<file path="config.mk">
export PLATFORM = sky130hd
export DESIGN_NAME = can_busoff_ctrl
export DESIGN_NICKNAME = d
export VERILOG_FILES = /design/src/rtl/can_bo_pkg.sv /design/src/rtl/bo_tec_ctrl.sv /design/src/rtl/bo_rec_ctrl.sv /design/src/rtl/bo_status.sv /design/src/rtl/can_busoff_ctrl.sv
export SDC_FILE = /design/constraint.sdc
export NUM_CORES = 1
export LEC_CHECK = 0
export BUFFER_PORTS_ARGS = -buffer_cell sky130_fd_sc_hd__buf_2
export CORE_AREA = 3 3 64 66
export DETAILED_ROUTE_END_ITERATION = 12
export DIE_AREA = 0 0 67 69
export PLACE_DENSITY = 0.85
export SYNTH_ARGS = -nofsm -noshare
export SYNTH_HDL_FRONTEND = slang
export SYNTH_SLANG_ARGS = --single-unit
export TNS_END_PERCENT = 1
</file>
<file path="constraint.sdc">
create_clock -name clk_i -period 3.37 [get_ports clk_i]
set_input_delay 0 -clock clk_i [delete_from_list [all_inputs] [get_ports clk_i]]
set_output_delay 0 -clock clk_i [all_outputs]
set_load 0.01 [all_outputs]
</file>
<file path="src/rtl/can_bo_pkg.sv">
package can_bo_pkg;
  localparam int unsigned CNT_W_DEF = 8;
  localparam int unsigned WARN_DEF = 96;
  localparam int unsigned RECOV_DEF = 128;
endpackage

</file>
<file path="src/rtl/bo_tec_ctrl.sv">
module bo_tec_ctrl #(
  parameter int unsigned CNT_W = 8,
  parameter int unsigned RECOV_LEN = 128
) (
  input  logic             clk_i,
  input  logic             rst_ni,
  input  logic             mode_wr_i,
  input  logic             mode_val_i,
  input  logic             tec_wr_i,
  input  logic [CNT_W-1:0] tec_wdata_i,
  input  logic             tx_err_i,
  input  logic [CNT_W-1:0] amt_i,
  input  logic             bus_free_i,
  output logic [CNT_W-1:0] tec_o,
  output logic             init_o,
  output logic             bus_off_o,
  output logic             evt_o,
  output logic             active_o,
  output logic             clr_rec_o
);
  localparam logic [CNT_W-1:0] CNT_MAX = {CNT_W{1'b1}};
  localparam logic [CNT_W-1:0] LOAD = CNT_W'(RECOV_LEN - 1);

  logic [CNT_W-1:0] tec_q, wval;
  logic [CNT_W:0]   sum;
  logic init_q, bo_q, pend_q, evt_q;
  logic leave, wr_ok, active, ovf, wr_bo, enter_bo, recov_done;

  always_comb begin
    leave      = mode_wr_i && !mode_val_i && init_q;
    wr_ok      = tec_wr_i && init_q;
    wval       = wr_ok ? tec_wdata_i : tec_q;
    sum        = {1'b0, tec_q} + {1'b0, amt_i};
    active     = !init_q && !bo_q;
    ovf        = active && tx_err_i && sum[CNT_W];
    // written value is only judged when reset mode is left
    wr_bo      = leave && (pend_q || wr_ok) && (wval == CNT_MAX);
    enter_bo   = ovf || wr_bo;
    recov_done = bo_q && !init_q && bus_free_i && (tec_q == '0);
  end

  always_ff @(posedge clk_i or negedge rst_ni) begin
    if (!rst_ni) begin
      tec_q  <= '0;
      init_q <= 1'b1;
      bo_q   <= 1'b0;
      pend_q <= 1'b0;
      evt_q  <= 1'b0;
    end else begin
      evt_q <= enter_bo;
      if (enter_bo) begin
        tec_q  <= LOAD;
        bo_q   <= 1'b1;
        init_q <= 1'b1;
        pend_q <= 1'b0;
      end else begin
        if (recov_done) begin
          tec_q <= '0;
          bo_q  <= 1'b0;
        end else if (wr_ok) begin
          tec_q <= tec_wdata_i;
        end else if (bo_q && !init_q && bus_free_i) begin
          tec_q <= tec_q - 1'b1;
        end else if (active && tx_err_i) begin
          tec_q <= sum[CNT_W-1:0];
        end
        if (leave)      pend_q <= 1'b0;
        else if (wr_ok) pend_q <= 1'b1;
        if (mode_wr_i)  init_q <= mode_val_i;
      end
    end
  end

  assign tec_o     = tec_q;
  assign init_o    = init_q;
  assign bus_off_o = bo_q;
  assign evt_o     = evt_q;
  assign active_o  = active;
  assign clr_rec_o = enter_bo || recov_done;

  p_bo_load_r3: assert property (@(posedge clk_i) disable iff (!rst_ni)
    $rose(bo_q) |-> (tec_q == LOAD) && init_q);
  p_evt_r5: assert property (@(posedge clk_i) disable iff (!rst_ni)
    evt_q |-> bo_q && init_q && (tec_q == LOAD));
  p_freeze_r8: assert property (@(posedge clk_i) disable iff (!rst_ni)
    (bo_q && init_q && !tec_wr_i && !mode_wr_i) |=> $stable(tec_q) && bo_q);
  p_step_r7: assert property (@(posedge clk_i) disable iff (!rst_ni)
    (bo_q && !init_q && bus_free_i && (tec_q != '0))
      |=> bo_q && (tec_q == CNT_W'($past(tec_q) - 1'b1)));
endmodule

</file>
<file path="src/rtl/bo_rec_ctrl.sv">
module bo_rec_ctrl #(
  parameter int unsigned CNT_W = 8
) (
  input  logic             clk_i,
  input  logic             rst_ni,
  input  logic             clr_i,
  input  logic             inc_i,
  input  logic [CNT_W-1:0] amt_i,
  output logic [CNT_W-1:0] rec_o
);
  logic [CNT_W-1:0] rec_q;
  logic [CNT_W:0]   sum;

  assign sum = {1'b0, rec_q} + {1'b0, amt_i};

  always_ff @(posedge clk_i or negedge rst_ni) begin
    if (!rst_ni)    rec_q <= '0;
    else if (clr_i) rec_q <= '0;
    else if (inc_i) rec_q <= sum[CNT_W] ? {CNT_W{1'b1}} : sum[CNT_W-1:0];
  end

  assign rec_o = rec_q;

  p_no_wrap_r11: assert property (@(posedge clk_i) disable iff (!rst_ni)
    (inc_i && !clr_i) |=> rec_q >= $past(rec_q));
endmodule

</file>
<file path="src/rtl/bo_status.sv">
module bo_status #(
  parameter int unsigned CNT_W = 8,
  parameter int unsigned WARN_LIM = 96
) (
  input  logic             clk_i,
  input  logic             rst_ni,
  input  logic [CNT_W-1:0] tec_i,
  input  logic [CNT_W-1:0] rec_i,
  input  logic             bus_off_i,
  output logic             err_o,
  output logic             chg_o
);
  localparam logic [CNT_W-1:0] LIM = CNT_W'(WARN_LIM);
  logic err_prev_q, bo_prev_q;

  assign err_o = (tec_i >= LIM) || (rec_i >= LIM);
  assign chg_o = (err_o != err_prev_q) || (bus_off_i != bo_prev_q);

  always_ff @(posedge clk_i or negedge rst_ni) begin
    if (!rst_ni) begin
      err_prev_q <= 1'b0;
      bo_prev_q  <= 1'b0;
    end else begin
      err_prev_q <= err_o;
      bo_prev_q  <= bus_off_i;
    end
  end

  p_chg_bo_r10: assert property (@(posedge clk_i) disable iff (!rst_ni)
    $changed(bus_off_i) |-> chg_o);
endmodule

</file>
<file path="src/rtl/can_busoff_ctrl.sv">
module can_busoff_ctrl
  import can_bo_pkg::*;
#(
  parameter int unsigned CNT_W = CNT_W_DEF,
  parameter int unsigned WARN_LIM = WARN_DEF,
  parameter int unsigned RECOV_LEN = RECOV_DEF
) (
  input  logic             clk_i,
  input  logic             rst_ni,
  input  logic             mode_wr_i,
  input  logic             mode_val_i,
  input  logic             tec_wr_i,
  input  logic [CNT_W-1:0] tec_wdata_i,
  input  logic             tx_err_i,
  input  logic [CNT_W-1:0] tx_err_amt_i,
  input  logic             rx_err_i,
  input  logic [CNT_W-1:0] rx_err_amt_i,
  input  logic             bus_free_i,
  output logic [CNT_W-1:0] tec_o,
  output logic [CNT_W-1:0] rec_o,
  output logic             reset_mode_o,
  output logic             bus_off_o,
  output logic             err_warn_o,
  output logic             bus_off_evt_o,
  output logic             stat_chg_o
);
  logic active, clr_rec;

  bo_tec_ctrl #(.CNT_W(CNT_W), .RECOV_LEN(RECOV_LEN)) u_tec (
    .clk_i, .rst_ni, .mode_wr_i, .mode_val_i, .tec_wr_i, .tec_wdata_i,
    .tx_err_i, .amt_i(tx_err_amt_i), .bus_free_i,
    .tec_o, .init_o(reset_mode_o), .bus_off_o, .evt_o(bus_off_evt_o),
    .active_o(active), .clr_rec_o(clr_rec)
  );

  bo_rec_ctrl #(.CNT_W(CNT_W)) u_rec (
    .clk_i, .rst_ni, .clr_i(clr_rec), .inc_i(rx_err_i && active),
    .amt_i(rx_err_amt_i), .rec_o
  );

  bo_status #(.CNT_W(CNT_W), .WARN_LIM(WARN_LIM)) u_stat (
    .clk_i, .rst_ni, .tec_i(tec_o), .rec_i(rec_o), .bus_off_i(bus_off_o),
    .err_o(err_warn_o), .chg_o(stat_chg_o)
  );

  p_rec_clr_r3: assert property (@(posedge clk_i) disable iff (!rst_ni)
    $rose(bus_off_o) |-> (rec_o == '0));
  p_exit_clr_r7: assert property (@(posedge clk_i) disable iff (!rst_ni)
    $fell(bus_off_o) |-> (tec_o == '0) && (rec_o == '0) && !reset_mode_o);
endmodule

</file>
# After elaboration in Yosys (flattened, before gate mapping)
# Cells that the tools add are included.
[totals]
mem_bits_ro = 0
mem_bits_rw = 0
register_bits = 22
input_bits = 32
output_inout_bits = 21
latch_bits = 0
word_cells = 58
mem_count = 0
[op_classes]
eq_ne = 3
shift = 0
multipliers = 0
n_reduce_logical = 26
n_lt_le_gt_ge = 2
div_mod_pow = 0
muxes = 16
n_addsub = 3
bitwise = 0
[op_table]
columns = ["op", "n"]
rows = [
  ["two-way mux 8 bit", 9],
  ["adder 8 x 8 -> 9 bit", 2],
  ["greater-or-equal comparator 8 x 7 -> 1 bit (second input constant)", 2],
  ["logical AND 1 bit", 12],
  ["equality test 8 bit (second input constant)", 1],
  ["zero test 8 bit", 1],
  ["subtractor 8 x 1 -> 8 bit (second input constant)", 1],
  ["two-way mux 1 bit", 7],
  ["nonzero test 2 bit", 3],
  ["logical OR 1 bit", 5],
  ["nonzero test 5 bit", 1],
  ["zero test 1 bit", 3],
  ["nonzero test 3 bit", 1],
  ["!= test 1 bit", 2],
]

# Longest topological paths before layout
[logic_depth]
depth_word = 8
mapped_depth = 10
mapped_depth_nobuf = 9

# Modules after synthesis
# From an unflattened synthesis, not the netlist that was laid out.
[unflattened]
cells_unflattened = 227
hier_area_um2 = 2050.7
[by_module_without_submodules]
columns = ["module", "cells_per_inst", "instances", "area_each_um2", "seq_area_each_um2"]
rows = [
  ["bo_tec_ctrl", 153, 1, 1275.0, 301.5],
  ["bo_rec_ctrl", 64, 1, 670.6, 200.2],
  ["bo_status", 9, 1, 98.8, 50.0],
  ["can_busoff_ctrl", 1, 1, 6.3, 0.0],
]

# Worst setup path before layout
# No wires, ideal clock.
[synth_path]
path_type = "register -> register"
startpoint = "reg u_rec.rec_q[0], in the netlist u_rec.rec_o[0]"
endpoint = "reg u_rec.rec_q[0], in the netlist u_rec.rec_o[0]"
synth_period_minus_slack_ns = 2.418
stages_incl_launch_ff = 9
arrival_ns = 2.295
setup_slack_ns = 0.952
required_ns = 3.247
setup_ns = 0.123
n_path_buf = 0
cell_sequence = "dfrtp_1 ha_1 fa_1 a211oi_1 o21bai_1 a21oi_1 o21bai_1 a211o_1 o221a_2"
[synth_via]
elab_chain_len = 4
[synth_rtl]
columns = ["item", "line_no", "rtl"]
rows = [
  ["from (decl)", "bo_rec_ctrl.sv:11", "logic [CNT_W-1:0] rec_q;"],
  ["from (signal assigned)", "bo_rec_ctrl.sv:19", "else if (inc_i) rec_q <= sum[CNT_W] ? {CNT_W{1'b1}} : sum[CNT_W-1:0];"],
  ["adder 8 x 8 -> 9 bit", "bo_rec_ctrl.sv:14", "assign sum = {1'b0, rec_q} + {1'b0, amt_i};"],
  ["two-way mux 8 bit (2 in series)", "bo_rec_ctrl.sv:19", ""],
  ["two-way mux 8 bit", "bo_rec_ctrl.sv:18", "else if (clr_i) rec_q <= '0;"],
]
# No other way between the ends. The select of a mux whose other input is x is not followed.
# A chain may end at the register's enable or synchronous reset.

# Final worst setup path
[layout_path]
startpoint = "reg u_tec.tec_q[0], in the netlist u_tec.tec_o[0]"
endpoint = "reg u_tec.init_q, in the netlist u_tec.init_o"
[layout_via]
elab_chain_len = 5
word_cells_on_any_way = 8
classes_between = "add/sub: 1; eq/ne: 1; mux: 2; reduce/logical: 4"
[layout_rtl]
columns = ["item", "line_no", "rtl"]
rows = [
  ["from (decl)", "bo_tec_ctrl.sv:24", "logic [CNT_W-1:0] tec_q, wval;"],
  ["from (signal assigned)", "bo_tec_ctrl.sv:61", "tec_q <= tec_wdata_i;"],
  ["from (signal assigned)", "bo_tec_ctrl.sv:63", "tec_q <= tec_q - 1'b1;"],
  ["from (signal assigned)", "bo_tec_ctrl.sv:65", "tec_q <= sum[CNT_W-1:0];"],
  ["branches (longest 3 deep; another with adder 8 x 8 -> 9 bit)", "--", ""],
  ["logical OR 1 bit *", "bo_tec_ctrl.sv:38", "enter_bo = ovf || wr_bo;"],
  ["two-way mux 1 bit / nonzero test 2 bit (equally long branches)", "--", ""],
  ["to (signal assigned)", "bo_tec_ctrl.sv:69", "if (mode_wr_i) init_q <= mode_val_i;"],
  ["to (decl)", "bo_tec_ctrl.sv:26", "logic init_q, bo_q, pend_q, evt_q;"],
]
# Every way passes the cells marked *.

==> impl_metrics.env <==
export IMPL_io_buffers=52
export IMPL_final_layout_size_suffix_gt1_share_pct=28.1
export IMPL_die_area_sq_mm=0.00462
export IMPL_dieWidth_um=67
export IMPL_crit_type="reg2reg"
export IMPL_syn_num_nets=261
export IMPL_layout_worst_path_cycle_share_pct=85.8
export IMPL_rrSetupSlack_ps=480
export IMPL_post_dp_hpwl_um=3820
export IMPL_worstSetupEndpointType="flip-flop"
export IMPL_grt_pass1_wl_um=8160
export IMPL_ys_types=48
export IMPL_maxSlewHeadroom_pct=55.5
export IMPL_h_tree_depth=1
export IMPL_place_area_sq_mm=0.00218
export IMPL_layout_min_cycle_time_ps=2890
export IMPL_cp_required_ps=3570
export IMPL_postSynthCellCount=210
export IMPL_irDropWorstVdd_v=0.000450
export IMPL_critical_path_cell_chain="ha_1 -> inv_1 -> fa_1 -> nand2b_1 -> a21oi_1 -> o22ai_1 -> o31ai_1 -> buf_4 -> a211o_1 -> dlygate4sd3_1"
export IMPL_yosysWarnings=0
export IMPL_worst_ep_arrival_time_ps=3100
export IMPL_min_path_type="in2reg"
export IMPL_vias_per_cell=6.03
export IMPL_ios=53
export IMPL_finalClockSkew_ps=3.40
export IMPL_routedWlPerCell_um=15.7
export IMPL_p_per_area_mw_per_mm2=892
export IMPL_status="finished clean"
export IMPL_place_congestion=0.889
export IMPL_placementRows=22
export IMPL_synthToLayoutAreaGrowth_pct=22.5
export IMPL_post_cts_buffers=0
export IMPL_grt_pass1_vias=1829
export IMPL_totalWireLength_um=4940
export IMPL_hold_viol=0
export IMPL_holdWs_ps=87.8
export IMPL_cp_max_fo=12
export IMPL_dr_total_vias=1898
export IMPL_leakagePower_nw=1.04
export IMPL_grt_max_degree=23
export IMPL_clk_pin_slew_worst_paths_ps=80
export IMPL_core_sq_mm=0.00363
export IMPL_clock_sink_count=22
export IMPL_tightest_slew_ps=661
export IMPL_final_antenna_net_count=0
export IMPL_drv_cap=0
export IMPL_drv_slew=0
export IMPL_synth_async_sr_flop_share_pct=100
export IMPL_initial_core_util_pct=51.3
export IMPL_clockBufferDepth=2
export IMPL_finalSetupTns_ps=0
export IMPL_grt_overflow=0
export IMPL_drt_pass1_iterations=5
export IMPL_cts_tree="yes"
export IMPL_grt_use_total_pct=22.1
export IMPL_synth_area_sq_mm=0.00187
export IMPL_drcViolationCount=0
export IMPL_nets=319
export IMPL_yosys_register_bits=22
export IMPL_root_buffer="clkbuf_8"
export IMPL_syn_mean_instance_area_sq_um=8.88
export IMPL_antenna_found_initial=0
export IMPL_cp_start_kind="flip-flop"
export IMPL_clk_latency_ps=260
export IMPL_ys_seq_area_share_pct=29.6
export IMPL_synth_edf_count=0
export IMPL_grt_setup_unrepaired="false"
export IMPL_crit_slowest_cell="dlygate4sd3_1"
export IMPL_max_freq_ghz=0.346
export IMPL_slowest_delay_ps=540
export IMPL_dr_first_iter_drc_count=101
export IMPL_synthFlopType="dfrtp_1"
export IMPL_setup_viol=0
export IMPL_cts_made_buffers=3
export IMPL_die_h_um=69
export IMPL_fin_area_sq_mm=0.00228
export IMPL_nFillCells=342
export IMPL_antenna_cells=0
export IMPL_cts_resized=0
-- state kept, by name, indices dropped and copies added (netlist names) --
name and count:
u_stat.err_prev_q 1, u_rec.rec_o 8, u_tec.tec_o 8, u_tec.bus_off_o 1, u_tec.pend_q 1, u_stat.bo_prev_q 1
u_tec.evt_o 1, u_tec.init_o 1
-- power by group --
part | internal (mW) | switching (mW)
clock | 0.159 | 0.0835
sequential | 0.386 | 0.197
combinational | 0.587 | 0.625
total | 1.13 | 0.906
-- timing repair --
item                                    in CTS  in global routing
hold endpoints to repair                    22                  0
endpoints found under the setup margin       0                  0
hold buffers                                 3                  0
-- path summary, 6_finish.rpt --
check / depth (start not counted) / from / to
worst min register to register: 2 / u_tec.pend_q / u_tec.pend_q
worst max-delay path: 10 / u_tec.tec_o[0] / u_tec.init_o
max in group asynchronous: 2 / rst_ni / u_tec.init_o
min in group asynchronous: 2 / rst_ni / u_tec.tec_o[1]
worst max register to register: 10 / u_tec.tec_o[0] / u_tec.init_o
worst min-delay path: 3 / tec_wdata_i[7] / u_tec.tec_o[7]
-- cell families after synthesis --
family	Yosys count	share of synthesized area [%]
muxes	2	1.07
xor gates and xnor gates	13	6.10
adders and majority gates	19	13.5
and+or+nand+nor	65	18.6
buffers and inverters	13	2.95
AOI/OAI and AO/OA	76	28.1
DFF	22	29.6
-- layout make-up --
class	count	area, sq um	area share [%]
Multi-Input combinational cell	175	1260	55.1
Sequential cell	22	552	24.2
Timing Repair Buffer	58	313	13.7
Tap cell	48	60.1	2.63
Clock buffer	3	41.3	1.81
Clock inverter	1	30.0	1.31
Inverter	8	30.0	1.31
-- synthesized netlist by cell type, types with 2 or more instances --
| cell | n | area (sq um) |
|---|---|---|
| nor2_1 | 26 | 97.6 |
| dfrtp_1 | 21 | 526 |
| a21oi_1 | 20 | 100 |
| ha_1 | 17 | 213 |
| o21ai_0 | 17 | 85.1 |
| nand2_1 | 14 | 52.6 |
| xnor2_1 | 10 | 87.6 |
| inv_1 | 8 | 30.0 |
| a211oi_1 | 7 | 52.6 |
| o221a_2 | 7 | 78.8 |
| a21o_1 | 4 | 30.0 |
| nand2b_1 | 4 | 25.0 |
| nor2b_1 | 4 | 25.0 |
| nand4_1 | 3 | 18.8 |
| xor2_1 | 3 | 26.3 |
| a211o_1 | 2 | 17.5 |
| a31oi_1 | 2 | 12.5 |
| buf_2 | 2 | 10.0 |
| clkbuf_1 | 2 | 7.51 |
| fa_1 | 2 | 40.0 |
| mux2i_1 | 2 | 20.0 |
| nand3b_1 | 2 | 15.0 |
| nor4_1 | 2 | 12.5 |
| o21a_1 | 2 | 15.0 |
| o21bai_1 | 2 | 15.0 |
| o22a_1 | 2 | 17.5 |
| o31ai_1 | 2 | 15.0 |
-- per-layer routing --
layer  track usage [%]  up-vias  share of wire (%)
li1                  -      899                  -
met1              30.9      903                 42
met2              36.0       88                 49
met3              2.77        8                7.7
met4              5.18        0                1.1
met5                 0        -                  0
-- cell usage in the layout, fill, tap and decap left out, drive strengths merged, types with 2 or more instances in the layout --
cell         synthesis  layout
a211o                2       2
a211oi               7       7
a21o                 4       4
a21oi               20      20
a31oi                2       2
buf                  3      55
clkbuf               2       3
dfrtp               21      21
dlygate4sd3          0       3
fa                   2       2
ha                  17      17
inv                  8       8
mux2i                2       2
nand2               14      14
nand2b               4       4
nand3b               2       2
nand4                3       3
nor2                26      26
nor2b                4       4
nor4                 3       3
o21a                 2       2
o21ai               17      17
o21bai               2       2
o221a                7       7
o22a                 2       2
o31ai                2       2
or4                  2       2
xnor2               10      10
xor2                 3       3
-- metrics by stage --
step	setup slack (ps)	instances	total power, mW	utilization (%)
after floorplan	952	210	1.41	-
after global placement	886	308	1.74	60.1
after detailed placement	793	308	1.78	60.1
after CTS	487	315	2.04	62.9
after global routing	261	315	2.21	62.9
final	479	315	2.04	62.9
-- worst max-delay path, delay by kind of cell, from the launching register on --
family / cells / cell delay (ps)
simple gates: 1 / 190
fa+ha+maj: 2 / 630
flops: 1 / 510
buf+inv: 3 / 820
compound gates: 4 / 700
No activity file was read; power rests on OpenSTA's default activity.
